[config.mk]
export PLATFORM = sky130hd
export DESIGN_NAME = feac_qualifier
export DESIGN_NICKNAME = d
export VERILOG_FILES = /design/src/rtl/feac_pkg.sv /design/src/rtl/feac_word_detect.sv /design/src/rtl/feac_window.sv /design/src/rtl/feac_regs.sv /design/src/rtl/feac_qualifier.sv
export SDC_FILE = /design/constraint.sdc
export NUM_CORES = 1
export LEC_CHECK = 0
export ABC_AREA = 1
export BUFFER_PORTS_ARGS = -buffer_cell sky130_fd_sc_hd__buf_4
export CORE_ASPECT_RATIO = 0.9
export CORE_MARGIN = 1
export CORE_UTILIZATION = 68
export CTS_CLUSTER_SIZE = 10
export DETAILED_ROUTE_END_ITERATION = 7
export GPL_ROUTABILITY_DRIVEN = 1
export PLACE_DENSITY = 0.88
export SYNTH_ARGS = -nofsm -noshare
export SYNTH_HDL_FRONTEND = slang
export SYNTH_SLANG_ARGS = --single-unit
[constraint.sdc]
create_clock -name clk -period 13 [get_ports clk]
set_input_delay 0 -clock clk [delete_from_list [all_inputs] [get_ports clk]]
set_output_delay 0 -clock clk [all_outputs]
set_load 0.01 [all_outputs]
[src/rtl/feac_pkg.sv]
// Shared constants for the FEAC qualifier: register selects and control bit positions.
// Assumes a 6-bit code so that the code register layout fits in 8 bits.
package feac_pkg;
    localparam logic REG_CODE = 1'b0;
    localparam logic REG_CTRL = 1'b1;
    localparam int   CTL_VSTS = 0;
    localparam int   CTL_VEN  = 1;
    localparam int   CTL_RSTS = 2;
    localparam int   CTL_REN  = 3;
    localparam int   CTL_LIVE = 4;
endpackage

[src/rtl/feac_word_detect.sv]
// Serial code word finder. Shifts in one bit per enabled cycle and pulses
// word_vld_o for one cycle when the last WORD_LEN bits form 0,c0..cN-1,0,1..1.
// Assumes GAP_ONES exceeds CODE_W, so no other alignment can match.
module feac_word_detect #(
    parameter int CODE_W   = 6,
    parameter int GAP_ONES = 8
) (
    input  logic              clk,
    input  logic              rst_n,
    input  logic              bit_i,
    input  logic              bit_en_i,
    output logic              word_vld_o,
    output logic [CODE_W-1:0] word_code_o
);
    localparam int WORD_LEN = CODE_W + 2 + GAP_ONES;

    logic [WORD_LEN-1:0] sr_q;
    logic [WORD_LEN-1:0] sr_next;
    logic                hit;
    logic [CODE_W-1:0]   code_next;

    // Candidate window and pattern match after the incoming bit.
    always_comb begin
        sr_next = {sr_q[WORD_LEN-2:0], bit_i};
        hit = !sr_next[WORD_LEN-1] && !sr_next[GAP_ONES] && (&sr_next[GAP_ONES-1:0]);
        for (int i = 0; i < CODE_W; i++) begin
            code_next[i] = sr_next[WORD_LEN-2-i];
        end
    end

    // Shift register, reset to ones so that no stale zeros can form a match.
    always_ff @(posedge clk) begin
        if (!rst_n) begin
            sr_q        <= '1;
            word_vld_o  <= 1'b0;
            word_code_o <= '0;
        end else begin
            word_vld_o <= bit_en_i && hit;
            if (bit_en_i) begin
                sr_q <= sr_next;
                if (hit) word_code_o <= code_next;
            end
        end
    end

    // two matches cannot come from adjacent cycles.
    a_r2_word_spacing: assert property (@(posedge clk) disable iff (!rst_n)
        word_vld_o |=> !word_vld_o);
endmodule

[src/rtl/feac_window.sv]
// Sliding history of the last WIN_LEN receptions. It validates a code that
// reaches VAL_THR copies while none is held, and removes the held code when
// REM_THR entries differ from it. Event outputs are one-cycle pulses.
// Assumes one reception at a time, indicated by word_vld_i.
module feac_window #(
    parameter int CODE_W  = 6,
    parameter int WIN_LEN = 10,
    parameter int VAL_THR = 8,
    parameter int REM_THR = 3
) (
    input  logic              clk,
    input  logic              rst_n,
    input  logic              word_vld_i,
    input  logic [CODE_W-1:0] word_code_i,
    output logic              live_o,
    output logic [CODE_W-1:0] code_o,
    output logic              val_evt_o,
    output logic              rem_evt_o
);
    localparam int OLD_N = WIN_LEN - 1;
    localparam int CNT_W = $clog2(WIN_LEN + 1);

    logic [CODE_W-1:0] hist_q [OLD_N];
    logic [OLD_N-1:0]  fill_q;
    logic [CNT_W-1:0]  same_cnt;
    logic [CNT_W-1:0]  diff_cnt;

    // Count matches with the new code and mismatches with the held code, over filled entries.
    always_comb begin
        same_cnt = CNT_W'(1);
        diff_cnt = (word_code_i != code_o) ? CNT_W'(1) : '0;
        for (int i = 0; i < OLD_N; i++) begin
            if (fill_q[i] && hist_q[i] == word_code_i) same_cnt = same_cnt + CNT_W'(1);
            if (fill_q[i] && hist_q[i] != code_o)      diff_cnt = diff_cnt + CNT_W'(1);
        end
    end

    // History shift and the decision, made once per reception.
    always_ff @(posedge clk) begin
        if (!rst_n) begin
            for (int i = 0; i < OLD_N; i++) hist_q[i] <= '0;
            fill_q    <= '0;
            live_o    <= 1'b0;
            code_o    <= '0;
            val_evt_o <= 1'b0;
            rem_evt_o <= 1'b0;
        end else begin
            val_evt_o <= 1'b0;
            rem_evt_o <= 1'b0;
            if (word_vld_i) begin
                hist_q[0] <= word_code_i;
                for (int i = 1; i < OLD_N; i++) hist_q[i] <= hist_q[i-1];
                fill_q <= {fill_q[OLD_N-2:0], 1'b1};
                if (!live_o && same_cnt >= CNT_W'(VAL_THR)) begin
                    live_o    <= 1'b1;
                    code_o    <= word_code_i;
                    val_evt_o <= 1'b1;
                end else if (live_o && diff_cnt >= CNT_W'(REM_THR)) begin
                    live_o    <= 1'b0;
                    rem_evt_o <= 1'b1;
                end
            end
        end
    end

    // never both events for one reception.
    a_r6_single_event: assert property (@(posedge clk) disable iff (!rst_n)
        !(val_evt_o && rem_evt_o));
    // a validation leaves the message held.
    a_r3_val_sets_live: assert property (@(posedge clk) disable iff (!rst_n)
        val_evt_o |-> live_o);
    // a removal leaves no message held.
    a_r5_rem_drops_live: assert property (@(posedge clk) disable iff (!rst_n)
        rem_evt_o |-> !live_o);
    // the held code only moves with a validation.
    a_r4_code_moves_on_val: assert property (@(posedge clk) disable iff (!rst_n)
        !$stable(code_o) |-> val_evt_o);
endmodule

[src/rtl/feac_regs.sv]
// Host-visible registers: code register, enables, clear-on-read status and the
// active-low interrupt. A status set wins over a read clear in the same cycle.
// Assumes single-cycle strobes and a combinational read path.
module feac_regs #(
    parameter int CODE_W = 6,
    parameter int DATA_W = 8
) (
    input  logic              clk,
    input  logic              rst_n,
    input  logic              addr_i,
    input  logic              rd_en_i,
    input  logic              wr_en_i,
    input  logic [DATA_W-1:0] wdata_i,
    input  logic              live_i,
    input  logic [CODE_W-1:0] code_i,
    input  logic              val_evt_i,
    input  logic              rem_evt_i,
    output logic [DATA_W-1:0] rdata_o,
    output logic              irq_n_o
);
    import feac_pkg::*;

    logic ven_q, ren_q, vsts_q, rsts_q;
    logic rd_ctrl;
    logic unused_wdata_bits;

    assign rd_ctrl           = rd_en_i && (addr_i == REG_CTRL);
    assign unused_wdata_bits = ^{wdata_i[DATA_W-1:4], wdata_i[CTL_RSTS], wdata_i[CTL_VSTS]};

    // Enables from writes; status from enabled events, cleared by control reads.
    always_ff @(posedge clk) begin
        if (!rst_n) begin
            ven_q  <= 1'b0;
            ren_q  <= 1'b0;
            vsts_q <= 1'b0;
            rsts_q <= 1'b0;
        end else begin
            if (wr_en_i && addr_i == REG_CTRL) begin
                ven_q <= wdata_i[CTL_VEN];
                ren_q <= wdata_i[CTL_REN];
            end
            vsts_q <= (vsts_q && !rd_ctrl) || (val_evt_i && ven_q);
            rsts_q <= (rsts_q && !rd_ctrl) || (rem_evt_i && ren_q);
        end
    end

    // Read multiplexer for the two registers.
    always_comb begin
        rdata_o = '0;
        if (addr_i == REG_CODE) begin
            rdata_o[CODE_W:1] = code_i;
        end else begin
            rdata_o[CTL_VSTS] = vsts_q;
            rdata_o[CTL_VEN]  = ven_q;
            rdata_o[CTL_RSTS] = rsts_q;
            rdata_o[CTL_REN]  = ren_q;
            rdata_o[CTL_LIVE] = live_i;
        end
    end

    assign irq_n_o = !((vsts_q && ven_q) || (rsts_q && ren_q));

    // a status bit rises only if its enable was set.
    a_r7_vsts_needs_en: assert property (@(posedge clk) disable iff (!rst_n)
        $rose(vsts_q) |-> $past(ven_q));
    a_r7_rsts_needs_en: assert property (@(posedge clk) disable iff (!rst_n)
        $rose(rsts_q) |-> $past(ren_q));
    // a control read with no event pending clears both status bits.
    a_r8_read_clears: assert property (@(posedge clk) disable iff (!rst_n)
        (rd_ctrl && !val_evt_i && !rem_evt_i) |=> (!vsts_q && !rsts_q));
endmodule

[src/rtl/feac_qualifier.sv]
// Top level: serial code word finder, ten-deep qualification window and host
// registers. Assumes a clock-synchronous bit enable and host strobes.
module feac_qualifier #(
    parameter int CODE_W   = 6,
    parameter int GAP_ONES = 8,
    parameter int WIN_LEN  = 10,
    parameter int VAL_THR  = 8,
    parameter int REM_THR  = 3,
    parameter int DATA_W   = 8
) (
    input  logic              clk,
    input  logic              rst_n,
    input  logic              feac_bit_i,
    input  logic              feac_bit_en_i,
    input  logic              addr_i,
    input  logic              rd_en_i,
    input  logic              wr_en_i,
    input  logic [DATA_W-1:0] wdata_i,
    output logic [DATA_W-1:0] rdata_o,
    output logic              irq_n_o
);
    logic              word_vld;
    logic [CODE_W-1:0] word_code;
    logic              live;
    logic [CODE_W-1:0] held_code;
    logic              val_evt, rem_evt;

    feac_word_detect #(.CODE_W(CODE_W), .GAP_ONES(GAP_ONES)) u_detect (
        .clk(clk), .rst_n(rst_n), .bit_i(feac_bit_i), .bit_en_i(feac_bit_en_i),
        .word_vld_o(word_vld), .word_code_o(word_code));

    feac_window #(.CODE_W(CODE_W), .WIN_LEN(WIN_LEN), .VAL_THR(VAL_THR), .REM_THR(REM_THR)) u_window (
        .clk(clk), .rst_n(rst_n), .word_vld_i(word_vld), .word_code_i(word_code),
        .live_o(live), .code_o(held_code), .val_evt_o(val_evt), .rem_evt_o(rem_evt));

    feac_regs #(.CODE_W(CODE_W), .DATA_W(DATA_W)) u_regs (
        .clk(clk), .rst_n(rst_n), .addr_i(addr_i), .rd_en_i(rd_en_i), .wr_en_i(wr_en_i),
        .wdata_i(wdata_i), .live_i(live), .code_i(held_code), .val_evt_i(val_evt),
        .rem_evt_i(rem_evt), .rdata_o(rdata_o), .irq_n_o(irq_n_o));

    // the line is high right after reset.
    a_r9_irq_idle_after_reset: assert property (@(posedge clk)
        !rst_n |=> irq_n_o);
endmodule

==> results.py <==
metrics = {
    "status": {
        "status": "complete, no violations",
    },
    "global_routing": {
        "grt_pass1_vias": 6200,
        "grt_pass1_wl_mm": 28.94,
        "grt-ovfl-total": 0,
        "grt_max_degree": 63,
        "antenna_found_initial": 0,
        "grt_usage": 0.3751,
    },
    "place": {
        "dp_hpwl_mm": 12.64,
        "gp_congestion": 0.9225,
        "place.port_buffers": 16,
    },
    "finish": {
        "multi_input_area_um2": 3387,
        "antenna_cells": 0,
        "synthToLayoutAreaGrowth_pct": 4.982,
        "drive_gt1_frac": 0.09101,
        "n_fill_cell": 677,
        "nets": 974,
        "post-route-util": 0.7492,
        "ff_latch_area_um2": 2502,
    },
    "timing": {
        "layout_min_cycle_time_ps": 6574,
        "worstMarginPinSlew_ps": 1199,
        "hold_violations": 0,
        "period_share": 0.5057,
        "hold_slack_ps": 21.51,
        "tns_ps": 0,
        "max_slew_margin": 0.1977,
        "fmax_ghz": 0.1521,
        "setup_viol": 0,
        "fin_skew_ps": 10.85,
        "timing.final.max_slew_violations": 0,
        "rsz0062_at_grt": "false",
    },
    "floorplan": {
        "die_h_um": 95.68,
        "rows": 33,
        "ios": 24,
        "start_util": 0.7137,
        "die_area_um2": 10150,
        "die_x_um": 106.1,
        "core_area_um2": 9290,
    },
    "detailed_routing": {
        "firstDrtPassIters": 6,
        "wl_per_cell_um": 17.45,
        "drc": 0,
        "dr.first_iter.drc_count": 739,
        "viasPerCell": 6.172,
        "vias": 6586,
        "postRouteAntennaNets": 0,
        "routed_wl_mm": 18.62,
    },
    "worst_setup_path": {
        "path_common_cell": "nand2_1",
        "r2r_cells": 37,
        "ff2ff_setup_slack_ps": 6430,
        "required_ps": 13330,
        "crit_type": "flop to flop",
        "start_kind": "flop",
        "r2r-end": "u_window.live_o",
        "end_kind": "flop",
        "cp_slowest_cell": "dfxtp_1",
        "slowest_delay_ps": 770,
        "arrival_ps": 6900,
        "r2r-start": "u_window.code_o[2]",
        "cp_max_fo": 11,
    },
    "logic_synthesis": {
        "syn_area_um2": 6630,
        "synth_top_area_frac": 0.2446,
        "ys_warn_count": 0,
        "async_flop_share": 0,
        "ys_ff_latch": 98,
        "ys_top_cells_by_count": "224 x nand2_1, 155 x nor2_1, 131 x inv_1",
        "ys_types": 46,
        "synth_edf_count": 54,
        "yosysSeqAreaShare": 0.3774,
        "synthTopCellsByArea": "edfxtp_1 24%, dfxtp_1 13%, nand2_1 13%",
        "yosysTopAreaCell": "edfxtp_1",
        "synth.most_common_cell": "nand2_1",
        "synth_nets": 976,
        "syn_avg_cell_area_um2": 7.038,
        "synth_cells": 942,
        "synthFlopType": "edfxtp_1",
    },
    "worst_hold_path": {
        "min_path_cells": 4,
        "hold_end": "u_regs.rsts_q",
        "hp-class": "primary input to flop",
        "hold_start": "rd_en_i",
    },
    "clock_tree": {
        "clkTransAtPathRegs_ps": 100,
        "cts_num_sinks": 98,
        "clock_path_buffers": 2,
        "htree_levels": 3,
        "cts_tree": "done",
        "numCtsBuffers": 9,
        "root_buffer": "clkbuf_8",
        "post_cts_resized": 0,
        "insertion_delay_ps": 390,
    },
    "pwr": {
        "power_density_nw_per_um2": 83.19,
        "peakVddDrop_mv": 0.09284,
        "p_leak_nw": 3.294,
    },
    "job": {
        "drv_cap": 0,
    },
}
logic make-up after synthesis:
group | synth area share
and+or+nand+nor | 0.3397
AOI/OAI and AO/OA | 0.1064
other | 0.0005656
DFF | 0.3774
buffers and inverters | 0.1125
adders and majority gates | 0.03699
xor gates and xnor gates | 0.02642
worst max path at each step:
stage	startpoint	endpoint	slack (ps)	cells past startpoint
6_report	u_window.code_o[2]	u_window.live_o	6430	37
3_5_place_dp	u_window.code_o[2]	u_window.rem_evt_o	6740	36
5_1_grt	u_window.code_o[4]	u_window.live_o	5980	38
4_1_cts	u_window.code_o[2]	u_window.live_o	6660	36
3_3_place_gp	u_window.code_o[2]	u_window.live_o	7050	34
2_1_floorplan	u_window.code_o[1]	u_window.rem_evt_o	7960	34
stage by stage:
| step | cell area (um^2) | worst slack, ps | power, mW | instances |
|---|---|---|---|---|
| 3_3_place_gp | 6698 | 7048 | 0.3827 | 1044 |
| 3_5_place_dp | 6698 | 6744 | 0.3854 | 1044 |
| 2_1_floorplan | 6630 | 7964 | 0.3753 | 942 |
| 5_1_grt | 6960 | 5983 | 0.5906 | 1067 |
| 4_1_cts | 6960 | 6655 | 0.5761 | 1067 |
| 6_report | 6960 | 6426 | 0.5790 | 1067 |
layout by cell type (no fill, tap or decap), types with 7 or more instances in the layout:
master and instances:
clkbuf_8 9, buf_4 17, inv_1 131, nor3_1 7, xor2_1 12, nand2_1 222, nand3_1 66, ha_1 18
a21oi_1 18, dlygate4sd3_1 7, o22ai_1 35, a221oi_1 8, nand4_1 7, o21ai_0 24, nor4_1 12, nor2_1 155
xnor2_1 8, dfxtp_1 44, nand2_2 23, edfxtp_1 54
where the power goes:
part / internal (mW) / total (mW) / switching, mW
clock: 0.0751 / 0.197 / 0.122
combinational: 0.0139 / 0.0385 / 0.0246
sequential: 0.335 / 0.344 / 0.00848
total: 0.424 / 0.579 / 0.155
final cells by class:
type,count,area share
clock buffer,9,0.01780
timing repair buffer,24,0.02840
tap,122,0.02193
sequential,98,0.3595
inverter,140,0.07586
multi-input combinational,667,0.4866
clock inverter,7,0.009887
metal layers:
metal  wire [um]  vias up  track usage
li1            -     3057            -
met1        6944     3031       0.4471
met2        8638      409       0.6302
met3        2091       89      0.08407
met4         941        0       0.2199
met5           0        -            0
flip-flops by register name (all words and copies together) (netlist names):
| register | flops |
|---|---|
| u_detect.sr_q | 15 |
| u_detect.word_code_o | 6 |
| u_detect.word_vld_o | 1 |
| u_regs.ren_q | 1 |
| u_regs.rsts_q | 1 |
| u_regs.ven_q | 1 |
| u_regs.vsts_q | 1 |
| u_window.code_o | 6 |
| u_window.fill_q | 9 |
| u_window.hist_q | 54 |
| u_window.live_o | 1 |
| u_window.rem_evt_o | 1 |
| u_window.val_evt_o | 1 |
what timing repair did:
action	CTS	global route
setup buffers	0	0
hold endpoints to repair	22	0
hold buffers	7	0
worst max-delay path, delay by kind of cell, from the launching register on:
family / cells / cell delay (ps)
AOI/OAI and AO/OA: 6 / 1130
adders and majority gates: 6 / 1650
DFF: 1 / 770
and+or+nand+nor: 19 / 2060
buffers and inverters: 6 / 880
No activity file was read; power rests on OpenSTA's default activity.
